===== config.mk =====
export PLATFORM = sky130hd
export DESIGN_NAME = pwr_dom_seq
export DESIGN_NICKNAME = d
export VERILOG_FILES = /design/src/rtl/pwr_dom_seq.sv
export SDC_FILE = /design/constraint.sdc
export NUM_CORES = 1
export LEC_CHECK = 0
export ABC_AREA = 1
export BUFFER_PORTS_ARGS = -buffer_cell sky130_fd_sc_hd__buf_2
export CAP_MARGIN = 20
export CELL_PAD_IN_SITES_DETAIL_PLACEMENT = 0
export CELL_PAD_IN_SITES_GLOBAL_PLACEMENT = 1
export CORE_MARGIN = 3
export CORE_UTILIZATION = 37
export DETAILED_ROUTE_END_ITERATION = 7
export PLACE_DENSITY_LB_ADDON = 0.1
export SLEW_MARGIN = 15
export SYNTH_ARGS = -nofsm -noshare
export SYNTH_HDL_FRONTEND = slang
export SYNTH_SLANG_ARGS = --single-unit

===== constraint.sdc =====
create_clock -name clk -period 1.9 [get_ports clk]
set_clock_uncertainty 0.15 [all_clocks]
set_input_delay 0 -clock clk [delete_from_list [all_inputs] [get_ports clk]]
set_output_delay 0 -clock clk [all_outputs]
set_load 0.005 [all_outputs]

===== src/rtl/pwr_dom_seq.sv =====
module pwr_dom_seq #(
  parameter int SRAM_PDN_W = 4,
  parameter int SRAM_ACK_W = 4,
  parameter logic [SRAM_ACK_W-1:0] SRAM_ACK_MASK = 4'b0011,
  parameter int BUS_PROT_W = 2,
  parameter logic [BUS_PROT_W-1:0] BUS_PROT_MASK = 2'b11,
  parameter int STEP_HOLD = 2,
  parameter int TMO_W = 8,
  parameter int TMO_LIMIT = 40
) (
  input  logic                  clk,
  input  logic                  rst_n,
  input  logic                  req_valid,
  input  logic                  req_on,
  input  logic                  pg_ack_main,
  input  logic                  pg_ack_sec,
  input  logic [SRAM_ACK_W-1:0] sram_ack,
  output logic [4:0]            pwr_ctl,
  output logic [SRAM_PDN_W-1:0] sram_pdn,
  output logic [BUS_PROT_W-1:0] bus_prot,
  output logic                  busy,
  output logic                  done,
  output logic                  err,
  output logic                  dom_on
);
  localparam int HOLD_W = $clog2(STEP_HOLD + 1);
  localparam bit USE_SACK = (SRAM_ACK_MASK != '0);
  localparam bit USE_PROT = (BUS_PROT_MASK != '0);
  localparam int C_RSTB = 0, C_ISO = 1, C_MAIN = 2, C_SEC = 3, C_CKDIS = 4;
  localparam logic [4:0] CTL_OFF = 5'b10010;

  typedef enum logic [4:0] {
    S_IDLE,
    U_MAIN, U_SEC, U_PG, U_CLK, U_ISO, U_RST, U_SRAM, U_SACK, U_PROT,
    D_PROT, D_SRAM, D_SACK, D_ISO, D_RST, D_CLK, D_MAIN, D_SEC, D_PG
  } st_t;

  st_t               st, nx;
  logic [HOLD_W-1:0] hold;
  logic [TMO_W-1:0]  tmo;
  logic              prot_up, waiting, cond, adv, start, tmo_hit;

  function automatic st_t follow(st_t s);
    case (s)
      U_MAIN:  return U_SEC;
      U_SEC:   return U_PG;
      U_PG:    return U_CLK;
      U_CLK:   return U_ISO;
      U_ISO:   return U_RST;
      U_RST:   return U_SRAM;
      U_SRAM:  return USE_SACK ? U_SACK : (USE_PROT ? U_PROT : S_IDLE);
      U_SACK:  return USE_PROT ? U_PROT : S_IDLE;
      D_PROT:  return D_SRAM;
      D_SRAM:  return USE_SACK ? D_SACK : D_ISO;
      D_SACK:  return D_ISO;
      D_ISO:   return D_RST;
      D_RST:   return D_CLK;
      D_CLK:   return D_MAIN;
      D_MAIN:  return D_SEC;
      D_SEC:   return D_PG;
      default: return S_IDLE;
    endcase
  endfunction

  always_comb begin
    case (st)
      U_PG:    cond = pg_ack_main & pg_ack_sec;
      D_PG:    cond = !pg_ack_main & !pg_ack_sec;
      U_SACK:  cond = (sram_ack & SRAM_ACK_MASK) == '0;
      D_SACK:  cond = (sram_ack & SRAM_ACK_MASK) == SRAM_ACK_MASK;
      default: cond = 1'b0;
    endcase
  end

  assign busy     = (st != S_IDLE);
  assign waiting  = st inside {U_PG, U_SACK, D_SACK, D_PG};
  assign start    = !busy && req_valid;
  assign adv      = busy && (waiting ? cond : (hold == HOLD_W'(STEP_HOLD - 1)));
  assign tmo_hit  = waiting && !cond && (tmo == TMO_W'(TMO_LIMIT - 1));
  assign nx       = busy ? follow(st) : (req_on ? U_MAIN : (USE_PROT ? D_PROT : D_SRAM));
  assign bus_prot = prot_up ? BUS_PROT_MASK : '0;

  always_ff @(posedge clk or negedge rst_n) begin
    if (!rst_n) begin
      st       <= S_IDLE;
      hold     <= '0;
      tmo      <= '0;
      pwr_ctl  <= CTL_OFF;
      sram_pdn <= '1;
      prot_up  <= 1'b1;
      done     <= 1'b0;
      err      <= 1'b0;
      dom_on   <= 1'b0;
    end else if (start && (req_on == dom_on)) begin
      done <= 1'b1;
      err  <= 1'b0;
    end else if (start || adv) begin
      if (start) begin
        done <= 1'b0;
        err  <= 1'b0;
      end
      st   <= nx;
      hold <= '0;
      tmo  <= '0;
      if (nx == S_IDLE) begin
        done   <= 1'b1;
        dom_on <= (st != D_PG);
      end
      case (nx)
        U_MAIN:  pwr_ctl[C_MAIN]  <= 1'b1;
        U_SEC:   pwr_ctl[C_SEC]   <= 1'b1;
        U_CLK:   pwr_ctl[C_CKDIS] <= 1'b0;
        U_ISO:   pwr_ctl[C_ISO]   <= 1'b0;
        U_RST:   pwr_ctl[C_RSTB]  <= 1'b1;
        U_SRAM:  sram_pdn         <= '0;
        U_PROT:  prot_up          <= 1'b0;
        D_PROT:  prot_up          <= 1'b1;
        D_SRAM:  sram_pdn         <= '1;
        D_ISO:   pwr_ctl[C_ISO]   <= 1'b1;
        D_RST:   pwr_ctl[C_RSTB]  <= 1'b0;
        D_CLK:   pwr_ctl[C_CKDIS] <= 1'b1;
        D_MAIN:  pwr_ctl[C_MAIN]  <= 1'b0;
        D_SEC:   pwr_ctl[C_SEC]   <= 1'b0;
        default: ;
      endcase
    end else if (tmo_hit) begin
      st  <= S_IDLE;
      err <= 1'b1;
    end else if (busy) begin
      if (waiting) tmo <= tmo + 1'b1;
      else         hold <= hold + 1'b1;
    end
  end

  a_r7_one_change: assert property (@(posedge clk) disable iff (!rst_n)
    $countones({pwr_ctl ^ $past(pwr_ctl), |(sram_pdn ^ $past(sram_pdn)),
                prot_up ^ $past(prot_up)}) <= 1);

  a_r4_pg_before_clock: assert property (@(posedge clk) disable iff (!rst_n)
    $fell(pwr_ctl[C_CKDIS]) |-> $past(pg_ack_main && pg_ack_sec));

  a_r2_iso_after_power: assert property (@(posedge clk) disable iff (!rst_n)
    $fell(pwr_ctl[C_ISO]) |-> (pwr_ctl[C_MAIN] && pwr_ctl[C_SEC] && !pwr_ctl[C_CKDIS]));

  a_r3_switch_off_guarded: assert property (@(posedge clk) disable iff (!rst_n)
    $fell(pwr_ctl[C_MAIN]) |-> (pwr_ctl[C_ISO] && !pwr_ctl[C_RSTB] && pwr_ctl[C_CKDIS]
                                && sram_pdn == '1));

  a_r6_prot_release_last: assert property (@(posedge clk) disable iff (!rst_n)
    $fell(prot_up) |-> (pwr_ctl[C_RSTB] && sram_pdn == '0));

  a_r8_abort_idle: assert property (@(posedge clk) disable iff (!rst_n)
    $rose(err) |-> (!busy && !done));

  a_r11_accept_clears_err: assert property (@(posedge clk) disable iff (!rst_n)
    start |=> !err);
endmodule


### After elaboration in Yosys (flattened, before gate mapping)

Memories as Yosys holds them, arrays and structs flattened.
Index checks and enable logic that the tools add are counted.

* word-level logic and storage cells: 114
* register bits: 28
* memories: 1
* memory bits (read-only): 160
* RAM bits: 0
* output and inout port bits: 15
* bits in latches: 0

Memories
* (no name shown): words 32, bits a word 5, read ports 1, clocked after memory_dff 0, write ports 0, RTL line 44 `case (s)`

* muxes and demuxes: 29
* equal/unequal tests: 26
* multiply operators: 0
* add/subtract/negate cells: 2
* order comparisons: 0
* shift operators: 0
* bitwise operators: 3
* reductions and logical operators: 40
* div/mod/pow operators: 0

Operators with widths (count)
* == test 5 x 4 -> 1 bit (second input constant): 8
* 2-to-1 mux 8 bit: 4
* AND reduction 3 bit: 8
* nonzero test 2 bit: 11
* == test 5 x 3 -> 1 bit (second input constant): 4
* == test 5 bit (second input constant): 3
* 2-to-1 mux 5 bit: 3
* case mux 1 bit (2 select lines): 6
* == test 5 x 2 -> 1 bit (second input constant): 2
* 2-to-1 mux 2 bit: 5
* adder 8 x 1 -> 8 bit (second input constant): 1
* == test 8 x 6 -> 1 bit (second input constant): 1
* 2-to-1 mux 1 bit: 8
* case mux 4 bit (2 select lines): 1
* AND reduction 4 bit: 2
* AND reduction 2 bit: 3
* nonzero test 3 bit: 2
* == test 5 x 1 -> 1 bit (second input constant): 1
* logical AND 1 bit: 5
* zero test 5 bit: 1
* inequality test 5 bit (second input constant): 1
* nonzero test 5 bit: 1
* zero test 1 bit: 4
* zero test 4 bit: 1
* other kinds (12): 14

### Longest topological paths before layout

Gate-level depths: netlist of run 1.

* depth in word-level cells: 9
* gate-level depth with buffers: 15
* depth with buffers taken out: 15

### Worst setup path after synthesis of run 1

Ideal clock, no wire load.

* kind: flip-flop to flip-flop
* from: register st[0]
* to: register prot_up
* stages on the path, launching flop included: 14
* data arrival time: 1758 ps
* setup time: 60 ps
* setup slack: -68 ps
* path through: dfrtp_1 inv_1 ha_1 inv_1 nor2_2 nand2_4 nor2_2 inv_1 nand2_1 inv_1 nor2_2 nand3_1 or2_0 nand2_1

* word-level cells in the longest chain between the ends: 6
* elaborated cells between the ends (all ways): 21
* classes of those cells: eq/ne (6); mux (4); bitwise (1); reduce/logical (9); memory (1)

RTL lines
* from (decl): RTL line 38 `st_t st, nx;`
* from (signal assigned): RTL line 102 `st <= nx;`
* nonzero test 5 bit *: RTL line 75 `assign busy = (st != S_IDLE);`
* net busy: RTL line 21 `output logic busy,`
* parallel branches: the longest is 5 deep, another holds 2-to-1 mux 5 bit
* to (signal assigned): RTL line 90 `prot_up <= 1'b1;`
* to (signal assigned): RTL line 116 `U_PROT: prot_up <= 1'b0;`
* to (signal assigned): RTL line 117 `D_PROT: prot_up <= 1'b1;`
* to (decl): RTL line 41 `logic prot_up, waiting, cond, adv, start, tmo_hit;`

Mark *: on every way through the listed nets, which the timed path passes.
A chain may end at the register's enable or synchronous reset.

### Worst setup path after layout of run 1

* from: register st[0]
* to: register st[2]

* word-level cells in the longest chain between the ends: 7
* elaborated cells between the ends (all ways): 22
* classes of those cells: eq/ne (4); mux (4); bitwise (1); reduce/logical (12); memory (1)

RTL lines (RTL line)
* == test 5 x 4 -> 1 bit, or another cell as far along: 66, 76
* case mux 1 bit (4 select lines) / nonzero test 4 bit (equally long branches): 66, 76
* 2-to-1 mux 1 bit / zero test 1 bit (equally long branches): 78, 79
* logical AND 1 bit, on equally long branches: 78, 79
* logical OR 1 bit / logical AND 1 bit (equally long branches): 97, 79
* nonzero test 2 bit (no line)
* AND reduction 2 bit (no line)

Several ways; a longest one is shown, not always the timed one.

==> results.py, run 1 <==
metrics = {
    "timing": {
        "fin_tns_setup_ns": -1.25,
        "period_minus_slack_ns": 1.98,
        "rsz0062_at_grt": "true",
        "max_slew.worst_pin.slew_ns": 0.581,
        "hold_viol": 0,
        "timing.hold.ws_ns": 0.0181,
        "setup_viol": 24,
        "fmax_ghz": 0.505,
        "drv_slew": 0,
        "slew_headroom_pct": 61.3,
        "min_period_over_period_pct": 104,
        "final.setup.worst_slack_ns": -0.0811,
    },
    "yosys": {
        "syn-cell-area_um2": 1820,
        "postSynthAreaPerCell_um2": 7.12,
        "ys_ff_latch": 25,
        "synth_top_area_cell": "dfrtp_1",
        "yosysSeqAreaShare_pct": 34.6,
        "synthDominantCellAreaShare_pct": 28.8,
        "syn_nets": 274,
        "ys_types": 28,
        "synthCells": 256,
        "synth_area_leaders": "dfrtp_1 29%, nand2_1 14%, nand3_1 7.7%",
        "yosys_warnings": 0,
    },
    "global_route": {
        "overflow": 0,
        "antenna_found_initial": 0,
        "grt_pass1_vias": 1906,
        "grt_pass1_wl_mm": 8.66,
        "grt_max_degree": 26,
        "grt_util_all_layers_pct": 17.8,
    },
    "final_layout": {
        "num-fill-cells": 458,
        "drive_gt1_share_pct": 38.6,
        "area_growth_syn_to_layout_pct": 41.6,
        "layout.nets": 343,
        "num_antenna_cells": 0,
        "fin_util_pct": 56.6,
        "final_area_um2": 2580,
    },
    "floorplan": {
        "die-area_um2": 5800,
        "pin_count": 25,
        "core_area_um2": 4560,
        "die_x_um": 76.2,
        "start_util_pct": 39.9,
        "die_h_um": 76.2,
        "placementRows": 24,
    },
    "pwr": {
        "finalPower_mw": 4.95,
        "leakagePower_nw": 1.30,
        "power.density_nw_per_um2": 1920,
        "ir_drop_v": 0.000833,
    },
    "setup_path": {
        "startpoint": "st[0]$_DFFE_PN0P_",
        "worstSetupPathType": "reg2reg",
        "cp.arrival_ns": 2.01,
        "cp_max_fo": 5,
        "rr_startpoint": "st[0]$_DFFE_PN0P_",
        "required_ns": 1.93,
        "endpoint_kind": "register",
        "reg2reg_setup_slack_ns": -0.08,
        "startpoint_type": "register",
    },
    "clock_tree": {
        "clk_latency_ns": 0.27,
        "cts_tree": "built",
        "htree_levels": 1,
        "clock_path_buffers": 2,
        "clk_pin_slew_ns": 0.09,
        "cts_root_buffer": "clkbuf_8",
        "cts_inserted_buffers": 3,
        "clkSinkCount": 25,
    },
    "placed_design": {
        "port_buffers": 22,
        "postPlaceCellArea_um2": 2330,
        "dp_hpwl_mm": 3.56,
        "gp_congestion": 0.869,
    },
    "route": {
        "drt_iter0_drc": 76,
        "drt_wl_total_mm": 4.80,
        "wl_per_cell_um": 12.3,
        "drc": 0,
        "avgViaCountPerCell": 4.74,
        "vias": 1843,
        "first_pass_iters": 5,
        "ant_nets": 0,
    },
    "flow_run": {
        "cap_violations": 0,
    },
    "worst_hold_path": {
        "hold_class": "in2reg",
        "min_from": "req_on",
    },
    "status": {
        "outcome": "finished with violations",
        "violations": "setup timing",
    },
}
power by group:
| group | switching [mW] | internal [mW] | total (mW) |
|---|---|---|---|
| Combinational | 2.01 | 1.68 | 3.69 |
| Sequential | 0.174 | 0.751 | 0.925 |
| Clock | 0.179 | 0.150 | 0.329 |
through the flow:
| stage | cells | setup slack [ns] |
|---|---|---|
| global placement | 378 | -0.155 |
| finish | 389 | -0.0811 |
| global route | 389 | -0.234 |
| detailed placement | 378 | -0.166 |
| floorplan | 256 | -0.0186 |
| CTS | 389 | -0.0987 |
final cells by class:
type                            count  area, um2  area share [%]
Tap cell                           65       81.3            3.15
Inverter                           31        119            4.60
Multi-Input combinational cell    191       1140            44.4
Sequential cell                    25        634            24.6
Timing Repair Buffer               73        557            21.6
Clock buffer                        4       45.0            1.75
path summary, 6_finish.rpt:
kind	end	cells after the start
hold reg to reg	pwr_ctl[4]$_DFFE_PN1P_	2
max in group asynchronous	st[0]$_DFFE_PN0P_	2
min in group asynchronous	err$_DFFE_PN0P_	2
setup / recovery	st[2]$_DFFE_PN0P_	14
setup reg to reg	st[2]$_DFFE_PN0P_	14
hold / removal	done$_DFFE_PN0P_	4
critical path: stages (launching register included):
cell     delay, ns
dfrtp_2       0.44
ha_2          0.21
inv_1         0.04
nor2_1        0.10
nand2_2       0.09
nor2_2        0.11
nor2_1        0.06
nand3_1       0.10
nand2_2       0.10
nand2_8       0.14
inv_2         0.05
nand2_1       0.07
nand2_2       0.09
nand2_1       0.07
nand2_1       0.05
synthesized netlist by cell type, drive strengths merged:
master and number:
nand2 75, nor2 39, inv 31, nand3 30, dfrtp 21, o21ai 14, buf 9, ha 8
nand4 8, xor2 5, a21oi 4, dfstp 4, or2 2, xnor2 2, clkbuf 1, nor3 1
nor4 1, o2111ai 1
registers in the layout, summed over array words and instances (netlist names):
signal,count
sram_pdn,1
hold,2
err,1
dom_on,1
prot_up,1
pwr_ctl,5
st,5
tmo,8
done,1
layer usage:
metal | share of wire [%] | up-vias | global-route usage (%) | wire [um]
li1 | - | 947 | - | -
met1 | 48 | 847 | 23.3 | 2300
met2 | 46 | 33 | 29.7 | 2220
met3 | 2.8 | 16 | 2.96 | 136
met4 | 2.9 | 0 | 6.34 | 141
met5 | 0 | - | 0 | 0
cells in the final DEF, fill, tap and decap left out, types with 5 or more instances in the layout:
cell	netlist	layout
dfrtp_1	21	18
ha_1	8	5
nor2_4	0	7
nor2_2	6	6
buf_2	0	22
o21ai_1	6	8
nand4_1	8	8
xor2_1	5	5
inv_1	30	24
nand2_2	1	7
nand2_1	69	63
inv_2	1	6
nor2_1	32	25
nand3_1	28	28
buf_4	8	45
cell families after synthesis:
group,after synthesis,share of synthesized area [%]
xor+xnor,7,3.36
compound gates,19,5.83
fa+ha+maj,8,5.49
simple gates,156,40.2
flops,25,34.6
buf+inv,41,10.5
timing repair:
item                                   CTS  global route
cloned                                   2             0
endpoints found under the hold margin   25             0
resized for setup                       25            10
setup buffers                            4             0
setup endpoints to repair               25            25
hold buffers                             1             0
pin swaps                               10            14
No activity file was read; power rests on OpenSTA's default activity.
==> inputs of run 2 (changes only) <==
--- a/config.mk
+++ b/config.mk
@@ -14,7 +14,6 @@
 export CORE_UTILIZATION = 37
 export DETAILED_ROUTE_END_ITERATION = 7
 export PLACE_DENSITY_LB_ADDON = 0.1
-export SLEW_MARGIN = 15
 export SYNTH_ARGS = -nofsm -noshare
 export SYNTH_HDL_FRONTEND = slang
 export SYNTH_SLANG_ARGS = --single-unit
==> constraint.sdc (replaced) <==
create_clock -name clk -period 1.9 [get_ports clk]
set_clock_uncertainty 0.15 [all_clocks]
set_input_delay 0.475 -clock clk [delete_from_list [all_inputs] [get_ports clk]]
set_output_delay 0.475 -clock clk [all_outputs]
set_load 0.005 [all_outputs]
==> run 2 against run 1 <==
Against the previous run: the run still ends with setup timing left; clock power shrank 1%; combinational power grew 30%; fmax shrank 4.4%; cell count grew 3.3%; die area is the same; register-to-register slack lost 0.09 ns; power grew 22%; setup slack lost 0.090 ns; critical path depth shrank 1; critical endpoint is now prot_up$_DFFE_PN1P_; largest cell class unchanged; largest power group unchanged.
==> results.py, run 2 (synthesis gave the netlist of run 1 again) <==
metrics = {
    "status": {
        "outcome": "finished with violations",
        "violations": "setup timing",
    },
    "setup_path": {
        "ff2ff_path_depth": 13,
        "reg2reg_to": "prot_up$_DFFE_PN1P_",
        "endpoint": "prot_up$_DFFE_PN1P_",
        "reg2reg_setup_slack_ns": -0.17,
        "endpoint_kind": "register",
        "required_ns": 1.96,
        "rr_startpoint": "st[1]$_DFFE_PN0P_",
        "worstSetupPathType": "reg2reg",
        "startpoint_type": "register",
        "cp.arrival_ns": 2.14,
        "cp_max_fo": 5,
        "startpoint": "st[1]$_DFFE_PN0P_",
    },
    "route": {
        "avgViaCountPerCell": 4.62,
        "drc": 0,
        "drt_wl_total_mm": 5.02,
        "wl_per_cell_um": 12.5,
        "drt_iter0_drc": 66,
        "ant_nets": 0,
        "first_pass_iters": 5,
        "vias": 1858,
    },
    "flow_run": {
        "cap_violations": 0,
    },
    "timing": {
        "max_slew.worst_pin.slew_ns": 0.582,
        "rsz0062_at_grt": "true",
        "setup_viol": 25,
        "min_period_over_period_pct": 109,
        "drv_slew": 0,
        "fin_tns_setup_ns": -3.06,
        "slew_headroom_pct": 61.2,
        "hold_viol": 0,
        "period_minus_slack_ns": 2.07,
        "fmax_ghz": 0.483,
        "final.setup.worst_slack_ns": -0.171,
    },
    "floorplan": {
        "core_area_um2": 4560,
        "die_h_um": 76.2,
        "start_util_pct": 39.9,
        "die_x_um": 76.2,
        "die-area_um2": 5800,
        "pin_count": 25,
        "placementRows": 24,
    },
    "clock_tree": {
        "clkSinkCount": 25,
        "holdBufCountCts": 0,
        "clk_pin_slew_ns": 0.09,
        "htree_levels": 1,
        "cts_root_buffer": "clkbuf_8",
        "clock_path_buffers": 2,
        "cts_tree": "built",
        "cts_inserted_buffers": 3,
        "clk_latency_ns": 0.27,
    },
    "pwr": {
        "internal-power_mw": 3.25,
        "finalPower_mw": 6.03,
        "clock_power_share_pct": 5.4,
        "leakagePower_nw": 1.41,
        "ir_drop_v": 0.000997,
        "swShare_pct": 46.1,
        "power_frac_seq_pct": 15.3,
        "p_switching_mw": 2.78,
        "combPwrFrac_pct": 79.4,
        "power.density_nw_per_um2": 2060,
    },
    "placed_design": {
        "pre_cts_ws_ns": -0.185,
        "gp_congestion": 0.771,
        "dp_hpwl_mm": 3.39,
        "port_buffers": 22,
    },
    "final_layout": {
        "largest_reg_flops": 8,
        "num_antenna_cells": 0,
        "area_growth_syn_to_layout_pct": 60.6,
        "drive_gt1_share_pct": 52.5,
        "final_common_cell": "nand2_1",
        "final_cell_mix": "51 x nand2_1, 44 x buf_4, 21 x buf_2, 20 x inv_1, 19 x nor2_1",
        "layout.nets": 356,
        "largest_register": "tmo",
        "biggestRegsByFlops": "tmo: 8 flops, pwr_ctl: 5 flops, st: 5 flops",
    },
    "global_route": {
        "grt_pass1_vias": 1817,
        "overflow": 0,
        "grt_max_degree": 26,
        "grt_util_all_layers_pct": 17.6,
        "antenna_found_initial": 0,
        "grt_pass1_wl_mm": 8.40,
    },
    "worst_hold_path": {
        "hold_class": "in2async",
    },
}
==> run 2: cell type report <==
type	count	area, um2
Fill cell	405	1640
Multi-Input combinational cell	191	1300
Timing Repair Buffer	86	737
Sequential cell	25	634
Inverter	31	128
Tap cell	65	81.3
Clock buffer	4	45.0
==> run 2: stage by stage <==
step / hold slack (ns) / cells / area [um2] / utilization (%)
after global placement: 0.296 / 380 / 2330 / 51.2
after CTS: 0.0629 / 399 / 2720 / 59.5
after detailed placement: 0.297 / 380 / 2330 / 51.2
final: 0.0416 / 402 / 2930 / 64.1
after global routing: 0.0803 / 402 / 2930 / 64.1
after floorplan: 0.0294 / 256 / 1840 / -
==> run 2: timing repair <==
action,4_1_cts,5_1_grt
endpoints found under the setup margin,26,26
cloned,2,0
pin swaps,19,18
resized for setup,46,50
buffers inserted,13,5
==> run 2: how the worst min path moves through the flow <==
stage / to / slack, ns / cells after the start / start
global route: done$_DFFE_PN0P_ / 0.08 / 1 / rst_n
finish: done$_DFFE_PN0P_ / 0.04 / 1 / rst_n
detailed placement: pwr_ctl[4]$_DFFE_PN1P_ / 0.30 / 2 / pwr_ctl[4]$_DFFE_PN1P_
floorplan: dom_on$_DFFE_PN0P_ / 0.03 / 0 / rst_n
global placement: pwr_ctl[4]$_DFFE_PN1P_ / 0.30 / 2 / pwr_ctl[4]$_DFFE_PN1P_
CTS: done$_DFFE_PN0P_ / 0.06 / 1 / rst_n
==> run 2: critical path: stages, from the launching register on <==
cell     delay [ns]
dfrtp_2        0.46
inv_2          0.09
ha_4           0.14
inv_2          0.04
nor2_4         0.10
nand2_4        0.08
buf_12         0.13
nor2_4         0.13
inv_4          0.08
o21ai_4        0.11
buf_12         0.15
nand3_1        0.05
or2_0          0.22
nand2_1        0.07
==> run 2: per-layer routing <==
metal,vias up,global-route usage [%],wire [um]
li1,973,-,-
met1,854,22.5,2260
met2,25,31.1,2610
met3,6,3.07,107
met4,0,3.62,41
met5,-,0,0
==> run 2: power groups by stage <==
| stage | Sequential, mW | Combinational, mW | Clock, mW |
|---|---|---|---|
| global route | 0.952 | 5.24 | 0.365 |
| detailed placement | 0.913 | 3.11 | 0 |
| finish | 0.920 | 4.79 | 0.325 |
| CTS | 0.914 | 4.18 | 0.347 |
| floorplan | 0.898 | 1.86 | 0 |
| global placement | 0.909 | 3.11 | 0 |
==> inputs of run 3 (changes only) <==
--- a/config.mk
+++ b/config.mk
@@ -14,6 +14,7 @@
 export CORE_UTILIZATION = 37
 export DETAILED_ROUTE_END_ITERATION = 7
 export PLACE_DENSITY_LB_ADDON = 0.1
+export REMOVE_ABC_BUFFERS = 1
 export SYNTH_ARGS = -nofsm -noshare
 export SYNTH_HDL_FRONTEND = slang
 export SYNTH_SLANG_ARGS = --single-unit
==> run 3 against run 2 <==
Against the previous run: the flow still finishes with violations (setup timing); flip-flop and latch count stayed put; core utilization is 6.1 points lower; setup slack better by 0.030 ns; register-to-register slack better by 0.06 ns; critical path depth is 6 lower; largest power group unchanged.
==> results.py, run 3 (synthesis gave the netlist of run 1 again) <==
metrics = {
    "pwr": {
        "internal-power_mw": 2.69,
        "leakagePower_nw": 1.31,
        "power.density_nw_per_um2": 1930,
        "swShare_pct": 47.5,
        "p_switching_mw": 2.43,
        "ir_drop_v": 0.000820,
        "clock_power_share_pct": 6.3,
        "power_frac_seq_pct": 17.6,
        "finalPower_mw": 5.12,
        "combPwrFrac_pct": 76.1,
    },
    "route": {
        "avgViaCountPerCell": 4.61,
        "wl_per_cell_um": 12.1,
        "vias": 1797,
        "ant_nets": 0,
        "drt_iter0_drc": 72,
        "first_pass_iters": 4,
        "drc": 0,
        "drt_wl_total_mm": 4.70,
    },
    "clock_tree": {
        "holdBufCountCts": 0,
        "cts_inserted_buffers": 3,
        "cts_tree": "built",
        "htree_levels": 1,
        "cts_root_buffer": "clkbuf_8",
        "clkSinkCount": 25,
        "clk_pin_slew_ns": 0.09,
        "clk_latency_ns": 0.27,
        "clock_path_buffers": 2,
    },
    "setup_path": {
        "path_cells": "inv_2 -> ha_4 -> inv_4 -> nor2_4 -> nand2_4 -> buf_6 -> buf_6",
        "max_stage_delay_ns": 0.42,
        "crit_top_cell": "buf_6",
        "crit_slowest_cell": "dfrtp_1",
        "required_ns": 1.27,
        "worstSetupPathType": "reg2out",
        "startpoint_type": "register",
        "endpoint_kind": "output port",
        "crit_family": "flip-flops",
        "cp.arrival_ns": 1.42,
        "reg2reg_setup_slack_ns": -0.11,
        "cp.buffers_inverters": 4,
        "cp_max_fo": 4,
    },
    "final_layout": {
        "area_growth_syn_to_layout_pct": 45.4,
        "layout.nets": 344,
        "num-fill-cells": 474,
        "final_common_cell": "nand2_1",
        "final_cell_mix": "62 x nand2_1, 42 x buf_4, 26 x nand3_1, 21 x inv_1, 21 x buf_2",
        "drive_gt1_share_pct": 43.7,
        "largest_reg_flops": 8,
        "instances_no_fill": 390,
        "num_antenna_cells": 0,
        "final_area_um2": 2650,
        "biggestRegsByFlops": "tmo: 8 flops, pwr_ctl: 5 flops, st: 5 flops",
        "largest_register": "tmo",
    },
    "floorplan": {
        "die_x_um": 76.2,
        "die-area_um2": 5800,
        "start_util_pct": 39.9,
        "core_area_um2": 4560,
        "pin_count": 25,
        "die_h_um": 76.2,
        "placementRows": 24,
    },
    "timing": {
        "fmax_ghz": 0.490,
        "slew_headroom_pct": 62.2,
        "timing.hold.ws_ns": 0.0344,
        "max_slew.worst_pin.slew_ns": 0.567,
        "rsz0062_at_grt": "true",
        "period_minus_slack_ns": 2.04,
        "drv_slew": 0,
        "final.setup.worst_slack_ns": -0.141,
        "hold_viol": 0,
        "fin_tns_setup_ns": -1.69,
        "setup_viol": 23,
        "min_period_over_period_pct": 107,
    },
    "global_route": {
        "antenna_found_initial": 0,
        "overflow": 0,
        "grt_pass1_wl_mm": 8.47,
        "grt_pass1_vias": 1836,
        "grt_util_all_layers_pct": 17.3,
        "grt_max_degree": 26,
    },
    "placed_design": {
        "port_buffers": 22,
        "dp_hpwl_mm": 3.43,
        "gp_congestion": 0.780,
        "dp.cells": 377,
        "postPlaceCellArea_um2": 2280,
    },
    "status": {
        "violations": "setup timing",
        "outcome": "finished with violations",
    },
    "flow_run": {
        "cap_violations": 0,
    },
    "worst_hold_path": {
        "hold_class": "in2async",
    },
}
run 3: stage by stage:
stage                     setup slack (ns)  utilization [%]
after global routing                -0.237             58.1
after floorplan                    -0.0689                -
after detailed placement            -0.239             50.0
after CTS                           -0.131             56.4
after global placement              -0.235             50.0
final                               -0.141             58.1
run 3: power by group through the flow:
stage / combinational [mW] / clock (mW) / sequential (mW)
2_1_floorplan: 1.58 / 0 / 0.940
3_3_place_gp: 3.05 / 0 / 0.911
3_5_place_dp: 3.06 / 0 / 0.913
4_1_cts: 3.71 / 0.342 / 0.903
5_1_grt: 4.31 / 0.355 / 0.938
6_report: 3.90 / 0.324 / 0.902
run 3: path summary, 6_finish.rpt:
path                                        start                     end  cells past startpoint
max in group asynchronous                   rst_n       st[2]$_DFFE_PN0P_                      1
min                                         rst_n        done$_DFFE_PN0P_                      1
min reg2reg                pwr_ctl[4]$_DFFE_PN1P_  pwr_ctl[4]$_DFFE_PN1P_                      2
max reg2reg                     st[0]$_DFFE_PN0P_  pwr_ctl[0]$_DFFE_PN0P_                     12
max                             st[0]$_DFFE_PN0P_                    busy                      7
min in group clk           pwr_ctl[4]$_DFFE_PN1P_  pwr_ctl[4]$_DFFE_PN1P_                      2
run 3: timing repair:
action,4_1_cts,5_1_grt
endpoints found under the setup margin,26,26
cloned,2,0
resized for setup,59,16
pin swaps,20,14
buffers inserted,5,2
run 3: layer usage:
metal  global-route usage (%)  vias up  part of all wire, %
met2                     31.9       11                   51
met1                     21.7      828                   47
li1                         -      956                    -
met4                     2.36        0                 0.26
met3                     2.84        2                  1.7
met5                        0        -                    0
run 3: layout make-up:
| cell class | instances | area (um2) | share of cell area, % |
|---|---|---|---|
| clock buffers | 4 | 45.0 | 1.70 |
| inverters | 31 | 124 | 4.67 |
| multi-input cells | 191 | 1210 | 45.8 |
| flip-flops and latches | 25 | 632 | 23.8 |
| well taps | 65 | 81.3 | 3.07 |
| repair buffers | 74 | 553 | 20.9 |
